File: src/rtl/ldev_cfg.sv
module ldev_cfg #(
  parameter int NIO  = 8,
  parameter int NIRQ = 2,
  parameter int NDMA = 2,
  parameter int SPAN = 8
) (
  input  logic        clk,
  input  logic        rst_n,
  input  logic        cfg_reset,
  input  logic [7:0]  cfg_idx,
  input  logic        cfg_wr,
  input  logic [7:0]  cfg_wdata,
  output logic [7:0]  cfg_rdata,
  input  logic [15:0] bus_addr,
  input  logic        bus_rd,
  input  logic [7:0]  dev_rdata,
  output logic [7:0]  bus_rdata,
  output logic        bus_drive,
  output logic        dev_active
);

  localparam logic [16:0] SPAN_W  = 17'(SPAN);
  localparam logic [2:0]  DMA_OFF = 3'd4;

  logic       act, chk_en, chk_sel;
  logic [7:0] io_hi [NIO];
  logic [7:0] io_lo [NIO];
  logic [3:0] irq_lvl [NIRQ];
  logic [1:0] irq_typ [NIRQ];
  logic [2:0] dma_ch [NDMA];

  wire w_act = cfg_wr && cfg_idx == 8'h30;
  wire w_chk = cfg_wr && cfg_idx == 8'h31;
  wire w_io  = cfg_wr && cfg_idx[7:4] == 4'h6;
  wire w_irq = cfg_wr && cfg_idx[7:2] == 6'b011100;
  wire w_dma = cfg_wr && cfg_idx[7:1] == 7'b0111010;

  always_ff @(posedge clk or negedge rst_n) begin
    if (!rst_n) begin
      act <= 1'b0; chk_en <= 1'b0; chk_sel <= 1'b0;
      for (int i = 0; i < NIO; i++) begin io_hi[i] <= '0; io_lo[i] <= '0; end
      for (int i = 0; i < NIRQ; i++) begin irq_lvl[i] <= '0; irq_typ[i] <= '0; end
      for (int i = 0; i < NDMA; i++) dma_ch[i] <= DMA_OFF;
    end else if (cfg_reset) begin
      act <= 1'b0; chk_en <= 1'b0; chk_sel <= 1'b0;
      for (int i = 0; i < NIO; i++) begin io_hi[i] <= '0; io_lo[i] <= '0; end
      for (int i = 0; i < NIRQ; i++) begin irq_lvl[i] <= '0; irq_typ[i] <= '0; end
      for (int i = 0; i < NDMA; i++) dma_ch[i] <= DMA_OFF;
    end else begin
      if (w_act) act <= cfg_wdata[0];
      if (w_chk) begin chk_en <= cfg_wdata[1]; chk_sel <= cfg_wdata[0]; end
      if (w_io) begin
        if (cfg_idx[0]) io_lo[cfg_idx[3:1]] <= cfg_wdata;
        else            io_hi[cfg_idx[3:1]] <= cfg_wdata;
      end
      if (w_irq) begin
        if (cfg_idx[0]) irq_typ[cfg_idx[1]] <= cfg_wdata[1:0];
        else            irq_lvl[cfg_idx[1]] <= cfg_wdata[3:0];
      end
      if (w_dma) dma_ch[cfg_idx[0]] <= cfg_wdata[2:0];
    end
  end

  always_comb begin
    cfg_rdata = 8'h00;
    if (cfg_idx == 8'h30)
      cfg_rdata = {7'b0, act};
    else if (cfg_idx == 8'h31)
      cfg_rdata = {6'b0, chk_en, chk_sel};
    else if (cfg_idx[7:4] == 4'h6)
      cfg_rdata = cfg_idx[0] ? io_lo[cfg_idx[3:1]] : io_hi[cfg_idx[3:1]];
    else if (cfg_idx[7:2] == 6'b011100)
      cfg_rdata = cfg_idx[0] ? {6'b0, irq_typ[cfg_idx[1]]} : {4'b0, irq_lvl[cfg_idx[1]]};
    else if (cfg_idx[7:1] == 7'b0111010)
      cfg_rdata = {5'b0, dma_ch[cfg_idx[0]]};
  end

  logic [NIO-1:0] hit;
  for (genvar g = 0; g < NIO; g++) begin : g_dec
    wire [16:0] base = {1'b0, io_hi[g], io_lo[g]};
    assign hit[g] = base != 17'd0 && {1'b0, bus_addr} >= base
                    && {1'b0, bus_addr} < base + SPAN_W;
  end

  assign dev_active = act;
  assign bus_drive  = bus_rd && |hit && (act || chk_en);
  assign bus_rdata  = !bus_drive ? 8'h00 : act ? dev_rdata : chk_sel ? 8'h55 : 8'hAA;

  a_r1_act_write: assert property (@(posedge clk) disable iff (!rst_n)
    (cfg_wr && cfg_idx == 8'h30 && !cfg_reset) |=> dev_active == $past(cfg_wdata[0]));
  a_r6_reset_defaults: assert property (@(posedge clk) disable iff (!rst_n)
    cfg_reset |=> !dev_active && dma_ch[0] == DMA_OFF && dma_ch[1] == DMA_OFF);
  a_r8_test_byte: assert property (@(posedge clk) disable iff (!rst_n)
    (bus_drive && !dev_active) |-> (bus_rdata == 8'h55 || bus_rdata == 8'hAA));
  a_r9_dev_data: assert property (@(posedge clk) disable iff (!rst_n)
    (bus_drive && dev_active) |-> bus_rdata == dev_rdata);
  a_r10_no_drive: assert property (@(posedge clk) disable iff (!rst_n)
    !bus_rd |-> (!bus_drive && bus_rdata == 8'h00));

endmodule

File: config.mk
export PLATFORM = sky130hd
export DESIGN_NAME = ldev_cfg
export DESIGN_NICKNAME = d
export VERILOG_FILES = /design/src/rtl/ldev_cfg.sv
export SDC_FILE = /design/constraint.sdc
export NUM_CORES = 1
export LEC_CHECK = 0
export ABC_AREA = 0
export BUFFER_PORTS_ARGS = -buffer_cell sky130_fd_sc_hd__buf_2
export CAP_MARGIN = 20
export CORE_ASPECT_RATIO = 0.8
export CORE_MARGIN = 5
export CORE_UTILIZATION = 42
export DETAILED_ROUTE_END_ITERATION = 10
export GPL_TIMING_DRIVEN = 0
export PLACE_DENSITY = 0.55
export REMOVE_ABC_BUFFERS = 1
export SYNTH_ARGS = -nofsm -noshare
export SYNTH_HDL_FRONTEND = slang
export SYNTH_SLANG_ARGS = --single-unit
File: constraint.sdc
create_clock -name clk -period 4.5 [get_ports clk]
set_input_delay 0.9 -clock clk [delete_from_list [all_inputs] [get_ports clk]]
set_output_delay 0.9 -clock clk [all_outputs]
set_load 0.02 [all_outputs]
== After elaboration in Yosys (flattened, before gate mapping) ==
Cells that the tools add are included.
Storage, ports and cells
  bits of input ports: 45
  output and inout bits: 18
  bits in registers: 149
  logic and storage cells: 168
Operators by class
  reductions and logical operators: 46
  multiplexer cells: 58
  $add $sub $neg: 8
  bitwise operators: 3
  $lt $le $gt $ge: 22
  equal/unequal tests: 6
Operator list (count)
  $mux W64: 6
  $add A16 B4 Y17 const B: 8
  $lt A16 B17 Y1: 8
  $reduce_bool A17 Y1: 8
  $bwmux W64: 2
  $ge A16 B16 Y1: 8
  $mux W8: 15
  $bmux W8 S3: 2
  $mux W4: 9
  $logic_and A1 B1 Y1: 26
  $demux W8 S3: 1
  $eq A8 B6 Y1 const B: 2
  $mux W3: 5
  $mux W6: 2
  $reduce_bool A2 Y1: 6
  $bwmux W8: 1
  $mux W2: 4
  $reduce_and A2 Y1: 4
  $reduce_or A8 Y1: 1
  $eq A7 B6 Y1 const B: 1
  $bwmux W6: 1
  $eq A6 B5 Y1 const B: 1
  $mux W1: 6
  $bwmux W4: 1
  12 further kinds: 15

== Longest topological paths before layout ==
  depth in word-level cells: 9
  gate-level depth with buffers: 15
  depth with buffers taken out: 14

== Worst setup path after synthesis ==
Ideal clock, no wire load.
  path kind: input port to output port
  start: input port bus_addr[0]
  end: output port bus_rdata[1]
  data arrival time: 3185 ps
  slack: 415 ps
  stages on the path: 10
  data required time: 3600 ps
  cells stage by stage: inv_1 -> ha_1 -> nand2b_1 -> a2111oi_2 -> a2111oi_0 -> a2111oi_1 -> o31a_2 -> o2111ai_1 -> a211oi_4 -> nor3b_1
Between the ends
  cells in the longest elaborated chain, start to end: 7
  elaborated cells between the ends (all ways): 36
Ends and longest elaborated chain
  start, declared: RTL line 14  | input logic [15:0] bus_addr,
  $ge A16 B16 Y1: RTL line 81  | assign hit[g] = base != 17'd0 && {1'b0, bus_addr} >= base
  $logic_and A1 B1 Y1: RTL line 81
  $logic_and A1 B1 Y1: RTL line 82  | && {1'b0, bus_addr} < base + SPAN_W;
  $reduce_or A8 Y1 (*): RTL line 86  | assign bus_drive = bus_rd && |hit && (act || chk_en);
  $logic_and A1 B1 Y1 (*) (2 in series): RTL line 86
  $mux W8 (*): RTL line 87  | assign bus_rdata = !bus_drive ? 8'h00 : act ? dev_rdata : chk_sel ? 8'h55 : 8'hAA;
  end, declared: RTL line 17  | output logic [7:0] bus_rdata,
Every way passes the cells marked *; elsewhere a longest branch is shown, timed or not.

== Final worst setup path ==
  start: input port bus_addr[0]
  end: output port bus_rdata[3]
Same word-level chain as after synthesis.

==> run_results.csv <==
group,metric,value,unit
placed_design,place_hpwl,41200,um
setup_path,cp.required,3.60,ns
final_layout,fill_cells,3544,
detailed_routing,viasPerCell,6.41,
synthesis,ys_top_cells_by_count,"ha_1 (248), nand2_1 (177), dfrtp_1 (147)",
final_layout,multi_input_area,0.0108,mm^2
detailed_routing,highest_layer,"met4",
placed_design,place_ws,-0.870,ns
detailed_routing,drtIter0Drc,1677,
timing,fin_crit_sh,109,%
cts,clk_pin_slew,0.06,ns
power,peakVddDrop,0.000290,V
floorplanning,core-area,0.0357,mm^2
detailed_routing,wl_met3,5680,um
floorplanning,io_pins,63,
global_routing,grt_overflow,0,
timing,finalSetupViolations,9,
final_layout,syn_to_final_growth,14.2,%
synthesis,ys_seq_elements,149,
global_routing,grt_first_pass_wirelength,90800,um
setup_path,cp_max_fo,5,
synthesis,synth_warnings,0,
synthesis,synth_top_flop_cell,"dfrtp_1",
power,p_leak,0.00707,uW
timing,rsz0062_at_grt,"true",
status,status,"finished, violations left",
placed_design,port_buffers,62,
synthesis,syn_avg_cell_area,8.31,um^2
final_layout,layoutNonFillerInstCount,2359,
global_routing,grt_pass1_vias,14328,
timing,hold_viol_final,0,
timing,fin_ws,-0.383,ns
detailed_routing,wl,60000,um
global_routing,grt_max_degree,89,
setup_path,critPathCaptureType,"primary output",
synthesis,synth_area_leader_cell,"dfrtp_1",
detailed_routing,wl_met2,25500,um
synthesis,syn_area,0.0151,mm^2
floorplanning,die_y,179,um
detailed_routing,m1WireLength,27200,um
synthesis,async_flop_share,100,%
timing,holdWs,0.487,ns
detailed_routing,drc,0,
placed_design,globalplace.congestion,0.893,
floorplanning,rows,62,
timing,setup_tns,-3.28,ns
cts,cts_tree,"built",
timing,clock_skew,0,ns
synthesis,ys_types,69,
timing,max_freq,0.205,GHz
floorplanning,die_area,0.0398,mm^2
timing,fin_crit,4.88,ns
run,max_cap_viol_count,0,
synthesis,synth.most_common_cell,"ha_1",
min_path,hp-class,"in -> async",
placed_design,place_inst,2280,
cts,cts_buffers,17,
setup_path,cp-start-kind,"input pin",
status,violations,"negative setup slack",
synthesis,syn_inst,1814,
cts,ctsHtreeMaxLevel,4,
final_layout,drive_gt1_share,13.6,%
synthesis,yosys.area.top_type_share,24.4,%
timing,finalMaxSlewViolations,0,
setup_path,crit_arrival,3.98,ns
floorplanning,die-width,222,um
cts,clock-sinks,149,
detailed_routing,wl_per_cell,25.4,um
power,power_density,318,mW/mm^2
final_layout,layout.area.seq,0.00378,mm^2
setup_path,path_class,"in -> out",
final_layout,fin_nets,2159,
synthesis,seq_area_frac_synth,24.7,%
cts,clock_latency,0.44,ns
setup_path,r2r_slack,3.30,ns
detailed_routing,antenna_left,0,
detailed_routing,vias,15126,
global_routing,grt_antenna_before_repair,0,
cts,clockBufferDepth,2,
cts,root_buffer,"clkbuf_16",
synthesis,synth-edff-count,0,
timing,max-slew-margin-rel,29.9,%
detailed_routing,drt_pass1_iterations,6,
global_routing,grt_usage,29.1,%
synthesis,synth_area_leaders,"dfrtp_1 (24%), ha_1 (21%), xnor2_1 (5.1%)",
floorplanning,start_util,42.3,%
timing,worstMarginPinSlew,1.05,ns
final timing paths:
path | cells after the start | start | end
hold reg to reg | 2 | irq_lvl[4] | irq_lvl[4]
setup / recovery | 16 | bus_addr[0] | bus_rdata[3]
min in group clk | 2 | irq_lvl[4] | irq_lvl[4]
setup reg to reg | 4 | g_dec[5].base[4] | g_dec[5].base[4]
hold / removal | 1 | rst_n | g_dec[4].base[6]
max in group asynchronous | 2 | rst_n | dma_ch[2]
power breakdown:
part	switching (uW)	internal [uW]	leakage (uW)
Clock	693	833	0.000286
Sequential	310	1500	0.00194
Combinational	1260	882	0.00485
routing by layer:
metal,global-route usage (%),vias up
li1,-,6908
met4,8.13,0
met2,42.3,746
met1,43.5,7351
met5,0,-
met3,6.05,121
state kept, by name (all words and copies together), names as in the netlist:
register / flops
g_dec.base: 128
irq_lvl: 8
dma_ch: 6
irq_typ: 4
chk_en: 1
chk_sel: 1
dev_active: 1
cell usage in the layout (no fill, tap or decap), types with 5 or more instances in the layout:
| master | instances |
|---|---|
| a2111oi_0 | 6 |
| a211oi_1 | 15 |
| a21o_1 | 27 |
| a21oi_1 | 108 |
| a221o_1 | 7 |
| a22oi_1 | 102 |
| a31oi_1 | 6 |
| and3_1 | 12 |
| and4_1 | 9 |
| buf_2 | 37 |
| buf_4 | 57 |
| buf_6 | 7 |
| clkbuf_16 | 17 |
| dfrtp_1 | 111 |
| dfrtp_2 | 36 |
| ha_1 | 246 |
| inv_1 | 136 |
| inv_6 | 6 |
| mux2i_1 | 25 |
| mux4_2 | 9 |
| nand2_1 | 174 |
| nand2b_1 | 19 |
| nand3_1 | 62 |
| nand4_1 | 42 |
| nor2_1 | 67 |
| nor2_4 | 5 |
| nor2b_1 | 28 |
| nor3_1 | 23 |
| nor4_1 | 38 |
| o2111ai_1 | 5 |
| o211ai_1 | 13 |
| o21ai_0 | 105 |
| o21ai_1 | 7 |
| o22ai_1 | 98 |
| xnor2_1 | 85 |
kinds of logic after synthesis:
kind of cell | synth area share [%]
xor+xnor | 5.11
flops | 24.7
fa+ha+maj | 20.6
mux | 3.08
simple gates | 17.4
buf+inv | 5.70
compound gates | 23.3
critical path, cell delays in order:
cell and delay [ns]:
buf_2 0.10, clkinvlp_4 0.18, buf_4 0.23, buf_4 0.18
ha_1 0.28, nand2b_1 0.15, a21o_1 0.20, a211oi_2 0.25
o311ai_0 0.16, a211oi_1 0.42, a41oi_1 0.13, a211oi_4 0.31
buf_12 0.16, buf_12 0.12, nor3b_2 0.04, buf_4 0.16
final cells by class:
cell class                 instances  share of cell area (%)
inverter                         142                    3.13
tap                              480                    3.49
multi-input combinational       1443                    62.8
antenna                            1                  0.0145
clock inverter                    14                   0.981
clock buffer                      17                    2.47
timing repair buffer             113                    5.22
sequential                       149                    21.9
metrics by stage:
step | power, uW | area, um^2 | utilization, %
global route | 5780 | 17200 | 48.3
floorplan | 2920 | 14800 | -
CTS | 5350 | 16900 | 47.4
detailed placement | 3670 | 15800 | 44.3
global placement | 3610 | 15700 | 43.9
finish | 5480 | 17200 | 48.3
what timing repair did:
item,in CTS,in global routing
resized for setup,75,64
pin swaps,16,30
setup endpoints to repair,11,13
endpoints found under the hold margin,0,0
buffers inserted,33,13
hold buffers,0,0
cloned,1,0
Power figures use the tool's default switching activity.
